File: src/rtl/clkmode_pkg.sv
package clkmode_pkg;

   typedef enum logic [2:0] {
      M_ENG_INT  = 3'd0,
      M_ENG_EXT  = 3'd1,
      M_BYP_INT  = 3'd2,
      M_BYP_INTL = 3'd3,
      M_BYP_EXT  = 3'd4,
      M_BYP_EXTL = 3'd5,
      M_STOP     = 3'd6
   } cmode_e;

   localparam logic [1:0] SRC_FLL  = 2'b00;
   localparam logic [1:0] SRC_IREF = 2'b01;
   localparam logic [1:0] SRC_EREF = 2'b10;
   localparam logic [1:0] SRC_NONE = 2'b11;

   localparam int NREF     = 2;
   localparam int REF_INT  = 0;
   localparam int REF_EXT  = 1;

endpackage

File: src/rtl/clkmode_decode.sv
module clkmode_decode
   import clkmode_pkg::*;
#(
   parameter bit DBG_OVERRIDE = 1'b1
) (
   input  logic [1:0] clksel_i,
   input  logic       refsel_i,
   input  logic       lp_i,
   input  logic       dbg_i,
   input  logic       stop_i,
   output cmode_e     mode_o
);

   logic lp_eff;

   generate
      if (DBG_OVERRIDE) begin : g_dbg_ovr
         assign lp_eff = lp_i & ~dbg_i;
      end else begin : g_dbg_plain
         logic unused_dbg;
         assign unused_dbg = dbg_i;
         assign lp_eff     = lp_i;
      end
   endgenerate

   always_comb begin
      if (stop_i) begin
         mode_o = M_STOP;
      end else if (clksel_i == 2'b01 && refsel_i) begin
         mode_o = lp_eff ? M_BYP_INTL : M_BYP_INT;
      end else if (clksel_i == 2'b10 && !refsel_i) begin
         mode_o = lp_eff ? M_BYP_EXTL : M_BYP_EXT;
      end else begin
         mode_o = refsel_i ? M_ENG_INT : M_ENG_EXT;
      end
   end

endmodule

File: src/rtl/clkmode_gates.sv
module clkmode_gates
   import clkmode_pkg::*;
(
   input  cmode_e          mode_i,
   input  logic [NREF-1:0] en_i,
   input  logic [NREF-1:0] sten_i,
   output logic [1:0]      outsel_o,
   output logic            fll_en_o,
   output logic            dbgclk_en_o,
   output logic [NREF-1:0] ref_en_o
);

   logic [NREF-1:0] used;
   logic            in_stop;

   assign in_stop = (mode_i == M_STOP);

   always_comb begin
      used = '0;
      unique case (mode_i)
         M_ENG_INT, M_BYP_INT, M_BYP_INTL: used[REF_INT] = 1'b1;
         M_ENG_EXT, M_BYP_EXT, M_BYP_EXTL: used[REF_EXT] = 1'b1;
         default:                          used          = '0;
      endcase
   end

   always_comb begin
      unique case (mode_i)
         M_BYP_INT, M_BYP_INTL: outsel_o = SRC_IREF;
         M_BYP_EXT, M_BYP_EXTL: outsel_o = SRC_EREF;
         M_STOP:                outsel_o = SRC_NONE;
         default:               outsel_o = SRC_FLL;
      endcase
   end

   assign fll_en_o    = !(mode_i inside {M_BYP_INTL, M_BYP_EXTL, M_STOP});
   assign dbgclk_en_o = fll_en_o;

   for (genvar g = 0; g < NREF; g++) begin : g_ref
      assign ref_en_o[g] = in_stop ? (en_i[g] & sten_i[g])
                                   : (en_i[g] | used[g]);
   end

endmodule

File: src/rtl/clkmode_relock.sv
module clkmode_relock #(
   parameter int LOCK_TICKS = 4,
   localparam int CW = (LOCK_TICKS > 1) ? $clog2(LOCK_TICKS) : 1
) (
   input  logic clk_i,
   input  logic rst_ni,
   input  logic refsel_i,
   input  logic tick_i,
   output logic refst_o
);

   generate
      if (LOCK_TICKS < 1) begin : g_bad_ticks
         $error("LOCK_TICKS must be at least 1");
      end
   endgenerate

   logic          tgt_q;
   logic          refst_q;
   logic [CW-1:0] cnt_q;

   always_ff @(posedge clk_i or negedge rst_ni) begin
      if (!rst_ni) begin
         tgt_q   <= 1'b1;
         refst_q <= 1'b1;
         cnt_q   <= '0;
      end else if (refsel_i != tgt_q) begin
         tgt_q <= refsel_i;
         cnt_q <= '0;
      end else if (tgt_q != refst_q && tick_i) begin
         if (cnt_q == CW'(LOCK_TICKS - 1)) begin
            refst_q <= tgt_q;
            cnt_q   <= '0;
         end else begin
            cnt_q <= cnt_q + 1'b1;
         end
      end
   end

   assign refst_o = refst_q;


   refst_hold_chk: assert property (@(posedge clk_i) disable iff (!rst_ni)
      !tick_i |=> $stable(refst_q));


   refst_dir_chk: assert property (@(posedge clk_i) disable iff (!rst_ni)
      $rose(refst_q) |-> $past(refsel_i));


   cnt_range_chk: assert property (@(posedge clk_i) disable iff (!rst_ni)
      int'(cnt_q) < LOCK_TICKS);

endmodule

File: src/rtl/clkmode_ctrl.sv
module clkmode_ctrl
   import clkmode_pkg::*;
#(
   parameter int LOCK_TICKS   = 4,
   parameter bit DBG_OVERRIDE = 1'b1
) (
   input  logic       clk_i,
   input  logic       rst_ni,
   input  logic [1:0] clksel_i,
   input  logic       refsel_i,
   input  logic       lp_i,
   input  logic       dbg_i,
   input  logic       stop_i,
   input  logic       irc_en_i,
   input  logic       irc_sten_i,
   input  logic       erc_en_i,
   input  logic       erc_sten_i,
   input  logic       tick_i,
   output logic [2:0] mode_o,
   output logic [1:0] outsel_o,
   output logic       fll_en_o,
   output logic       dbgclk_en_o,
   output logic       irclk_en_o,
   output logic       erclk_en_o,
   output logic       refst_o
);

   cmode_e          mode;
   logic [NREF-1:0] en, sten, ref_en;

   assign en[REF_INT]   = irc_en_i;
   assign en[REF_EXT]   = erc_en_i;
   assign sten[REF_INT] = irc_sten_i;
   assign sten[REF_EXT] = erc_sten_i;

   clkmode_decode #(.DBG_OVERRIDE(DBG_OVERRIDE)) u_dec (
      .clksel_i (clksel_i),
      .refsel_i (refsel_i),
      .lp_i     (lp_i),
      .dbg_i    (dbg_i),
      .stop_i   (stop_i),
      .mode_o   (mode)
   );

   clkmode_gates u_gate (
      .mode_i      (mode),
      .en_i        (en),
      .sten_i      (sten),
      .outsel_o    (outsel_o),
      .fll_en_o    (fll_en_o),
      .dbgclk_en_o (dbgclk_en_o),
      .ref_en_o    (ref_en)
   );

   clkmode_relock #(.LOCK_TICKS(LOCK_TICKS)) u_lock (
      .clk_i    (clk_i),
      .rst_ni   (rst_ni),
      .refsel_i (refsel_i),
      .tick_i   (tick_i),
      .refst_o  (refst_o)
   );

   assign mode_o     = mode;
   assign irclk_en_o = ref_en[REF_INT];
   assign erclk_en_o = ref_en[REF_EXT];


   lp_fll_chk: assert property (@(posedge clk_i) disable iff (!rst_ni)
      (clksel_i == 2'b10 && !refsel_i && lp_i && !dbg_i && !stop_i) |-> !fll_en_o);


   stop_ir_chk: assert property (@(posedge clk_i) disable iff (!rst_ni)
      (stop_i && !(irc_en_i && irc_sten_i)) |-> !irclk_en_o);


   stop_er_chk: assert property (@(posedge clk_i) disable iff (!rst_ni)
      (stop_i && !(erc_en_i && erc_sten_i)) |-> !erclk_en_o);

endmodule

File: config.mk
export PLATFORM = sky130hd
export DESIGN_NAME = clkmode_ctrl
export DESIGN_NICKNAME = d
export VERILOG_FILES = /design/src/rtl/clkmode_pkg.sv /design/src/rtl/clkmode_decode.sv /design/src/rtl/clkmode_gates.sv /design/src/rtl/clkmode_relock.sv /design/src/rtl/clkmode_ctrl.sv
export SDC_FILE = /design/constraint.sdc
export NUM_CORES = 1
export LEC_CHECK = 0
export ABC_CLOCK_PERIOD_IN_PS = 1450
export CAP_MARGIN = 20
export CELL_PAD_IN_SITES_DETAIL_PLACEMENT = 2
export CELL_PAD_IN_SITES_GLOBAL_PLACEMENT = 2
export CORE_ASPECT_RATIO = 1.1
export CORE_MARGIN = 3
export CORE_UTILIZATION = 17
export DETAILED_ROUTE_END_ITERATION = 12
export PLACE_DENSITY_LB_ADDON = 0.1
export SLEW_MARGIN = 25
export SYNTH_ARGS = -nofsm -noshare
export SYNTH_HDL_FRONTEND = slang
export SYNTH_SLANG_ARGS = --single-unit
File: constraint.sdc
create_clock -name clk_i -period 1.45 [get_ports clk_i]
set_input_delay 0.2175 -clock clk_i [delete_from_list [all_inputs] [get_ports clk_i]]
set_output_delay 0.2175 -clock clk_i [all_outputs]
set_load 0.02 [all_outputs]
==> results by group <==
Cells and area
  • Fill count: 212
  • Final Instance Area: 622 µm²
  • Layout cells sized above 1: 41.2%
  • Most frequent cells in the layout: clkdlybuf4s50_1, buf_4, clkbuf_2
  • Area used by multi-input combinational logic: 230 µm²
  • FF/Latch Area: 103 µm²
  • Fin nets: 83
  • Area Growth Syn to Fin: 82.7%
  • Antenna diodes: 0
  • Fin util: 33.8%

Routing
  • Wire length per cell: 12.9 µm
  • Post-route ant nets: 0
  • DRT Pass-1 Iters: 1
  • Initial DRC Count: 0
  • Via density: 4.35
  • Post-route DRC violation count: 0
  • Drt total wl: 1.23 mm
  • Via count: 413

Global route
  • GR peak layer: met2
  • Global-route wire length before repair: 2.12 mm
  • Congestion Overflow GR: 0
  • Global-route met3 utilization: 3.94%
  • Grt met2 use: 18.6%
  • Initial antenna violation count: 0
  • Met1 usage: 11.9%
  • Number of global-route vias before repair: 462
  • Largest net degree at the start of global routing: 9
  • Tot GR Track Use: 11.1%

CTS
  • Clk sinks: 4
  • Post-CTS setup buffers: 0
  • CTS Buf Count: 3
  • CTS H-tree lvls: 1
  • Worst-path clk slew: 0.04 ns
  • Clock tree root driver cell: clkbuf_4
  • Clock tree buffer depth: 2
  • CTS tree: done
  • Worst-Skew Late Latency: 0.23 ns

Flow run
  • Total of max-cap violations: 0

Floorplan
  • FP Rows: 16
  • Die area: 2580 µm²
  • Core area: 1840 µm²
  • Initial Utilization: 18.5%
  • IO Count: 23
  • Chip height: 52.9 µm
  • Die Wd: 48.7 µm

Synth
  • Cell Area, Synth: 340 µm²
  • Sequential area share after synthesis: 30.1%
  • Netlist cell types: 24
  • Mapped Cells: 40
  • Post-Syn Nets: 54
  • Seq cells post-synth: 4
  • Syn avg cell area: 8.51 µm²
  • Ys Warns: 0

Place
  • Gpl congestion: 0.707
  • Placed cell areas: 609 µm²
  • # port buffers: 22
  • Post-DP HPWL: 1.01 mm

Worst setup path
  • Crit path capture type: output pin
  • CP max-delay cell: or3_4
  • Worst path cell trace: dlymetal6s2s_1, nand2b_4, or3_4, a21oi_2, buf_6
  • CP max stage delay: 0.38 ns
  • Crit start category: input pin
  • Setup Crit Path Kind: input pin to output pin
  • CP required: 1.23 ns
  • Top Family by Delay on Critical Path: simple AND/OR/NAND/NOR gates
  • Bufs and invs on worst path: 2
  • CP arrival: 1.16 ns
  • Max FO, Critical Path: 3

Timing
  • Worst-margin pin slew: 0.287 ns
  • # setup viols final: 0
  • Fmax: 728 MHz
  • RSZ-0062 raised after global routing: no
  • Fin crit period: 1.37 ns
  • Worst slew margin: 80.7%
  • Crit share post-route: 94.7%
  • Max-slew violations: 0
  • Hold Violations, Final: 0
  • Layout Skew: 0.00417 ns

Min path
  • Worst Hold Class: input pin to asynchronous set/reset pin

Pwr
  • PwrDens: 659 nW/µm²
  • Leak Pwr: 0.295 nW
  • Max VDD drop: 0.393 mV

Run status
  • Outcome: complete, no violations
-- Yosys cell counts --
cell | count | share of area [%]
buf_4 | 1 | 2.2
dfrtp_1 | 2 | 15
nand2b_1 | 3 | 5.5
o21ai_0 | 2 | 2.9
ha_1 | 1 | 3.7
a211o_2 | 1 | 2.9
a31o_2 | 1 | 2.6
a32o_1 | 2 | 5.9
inv_1 | 1 | 1.1
buf_6 | 1 | 3.3
nor2b_1 | 1 | 1.8
dfstp_2 | 2 | 15
o22ai_1 | 1 | 1.8
or2b_1 | 3 | 6.6
or3_1 | 1 | 1.8
and2b_1 | 1 | 2.2
clkbuf_1 | 1 | 1.1
a31oi_1 | 1 | 1.8
or3b_4 | 1 | 3.3
nand2_1 | 3 | 3.3
a21oi_2 | 1 | 2.6
nor2_1 | 4 | 4.4
a21oi_1 | 3 | 4.4
nand3b_1 | 2 | 4.4
-- per-layer routing --
metal	routed length (µm)	part of all wire (%)
met5	0	0
met2	634	52
met3	68	5.5
met1	526	43
met4	0	0
-- repair_timing --
item / CTS / global route
resized for setup: 38 / 16
setup endpoints to repair: 10 / 8
pin swaps: 0 / 4
endpoints found under the hold margin: 0 / 0
hold buffers: 0 / 0
-- sequential cells by signal, indices dropped and copies added, names as in the netlist --
signal / count
u_lock.refst_o: 1
u_lock.cnt_q: 2
u_lock.tgt_q: 1
-- power breakdown --
part	switching (mW)	internal (mW)	leakage [nW]
clock network	0.0460	0.103	0.0150
registers	0.00391	0.118	0.0480
logic	0.0681	0.0707	0.232
-- path summary, 6_finish.rpt --
path                                 start              end  slack [ns]  depth (start not counted)
setup reg to reg            u_lock.refst_o  u_lock.cnt_q[1]        0.21                          3
min in group clk_i                refsel_i     u_lock.tgt_q        0.39                          3
hold reg to reg            u_lock.cnt_q[1]  u_lock.cnt_q[1]        0.52                          1
setup / recovery                     dbg_i        mode_o[0]        0.08                          5
max in group asynchronous           rst_ni   u_lock.refst_o        1.03                          1
hold / removal                      rst_ni  u_lock.cnt_q[0]        0.18                          1
-- cells by family after synthesis --
logic type      after synthesis  synth area share, %
compound gates               12                 25.0
fa+ha+maj                     1                 3.68
simple gates                 19                 33.5
buf+inv                       4                 7.72
flops                         4                 30.1
-- through the flow --
step | hold WS [ns] | setup slack [ns] | TNS [ns] | total power [mW] | cells
after CTS | 0.183 | -0.150 | -0.218 | 0.416 | 95
after global placement | 0.433 | -0.659 | -5.58 | 0.270 | 91
after floorplan | -0.0781 | 0.111 | 0 | 0.187 | 40
after global routing | 0.178 | 0.0411 | 0 | 0.438 | 95
final | 0.182 | 0.0762 | 0 | 0.410 | 95
after detailed placement | 0.435 | -0.666 | -5.73 | 0.272 | 91
-- area by class of cell --
cell class / count / share of cell area, %
Sequential cell: 4 / 16.5
Multi-Input combinational cell: 32 / 37.0
Timing Repair Buffer: 27 / 36.2
Clock buffer: 4 / 4.23
Inverter: 1 / 0.604
Tap cell: 27 / 5.43
No activity file was read; power rests on OpenSTA's default activity.
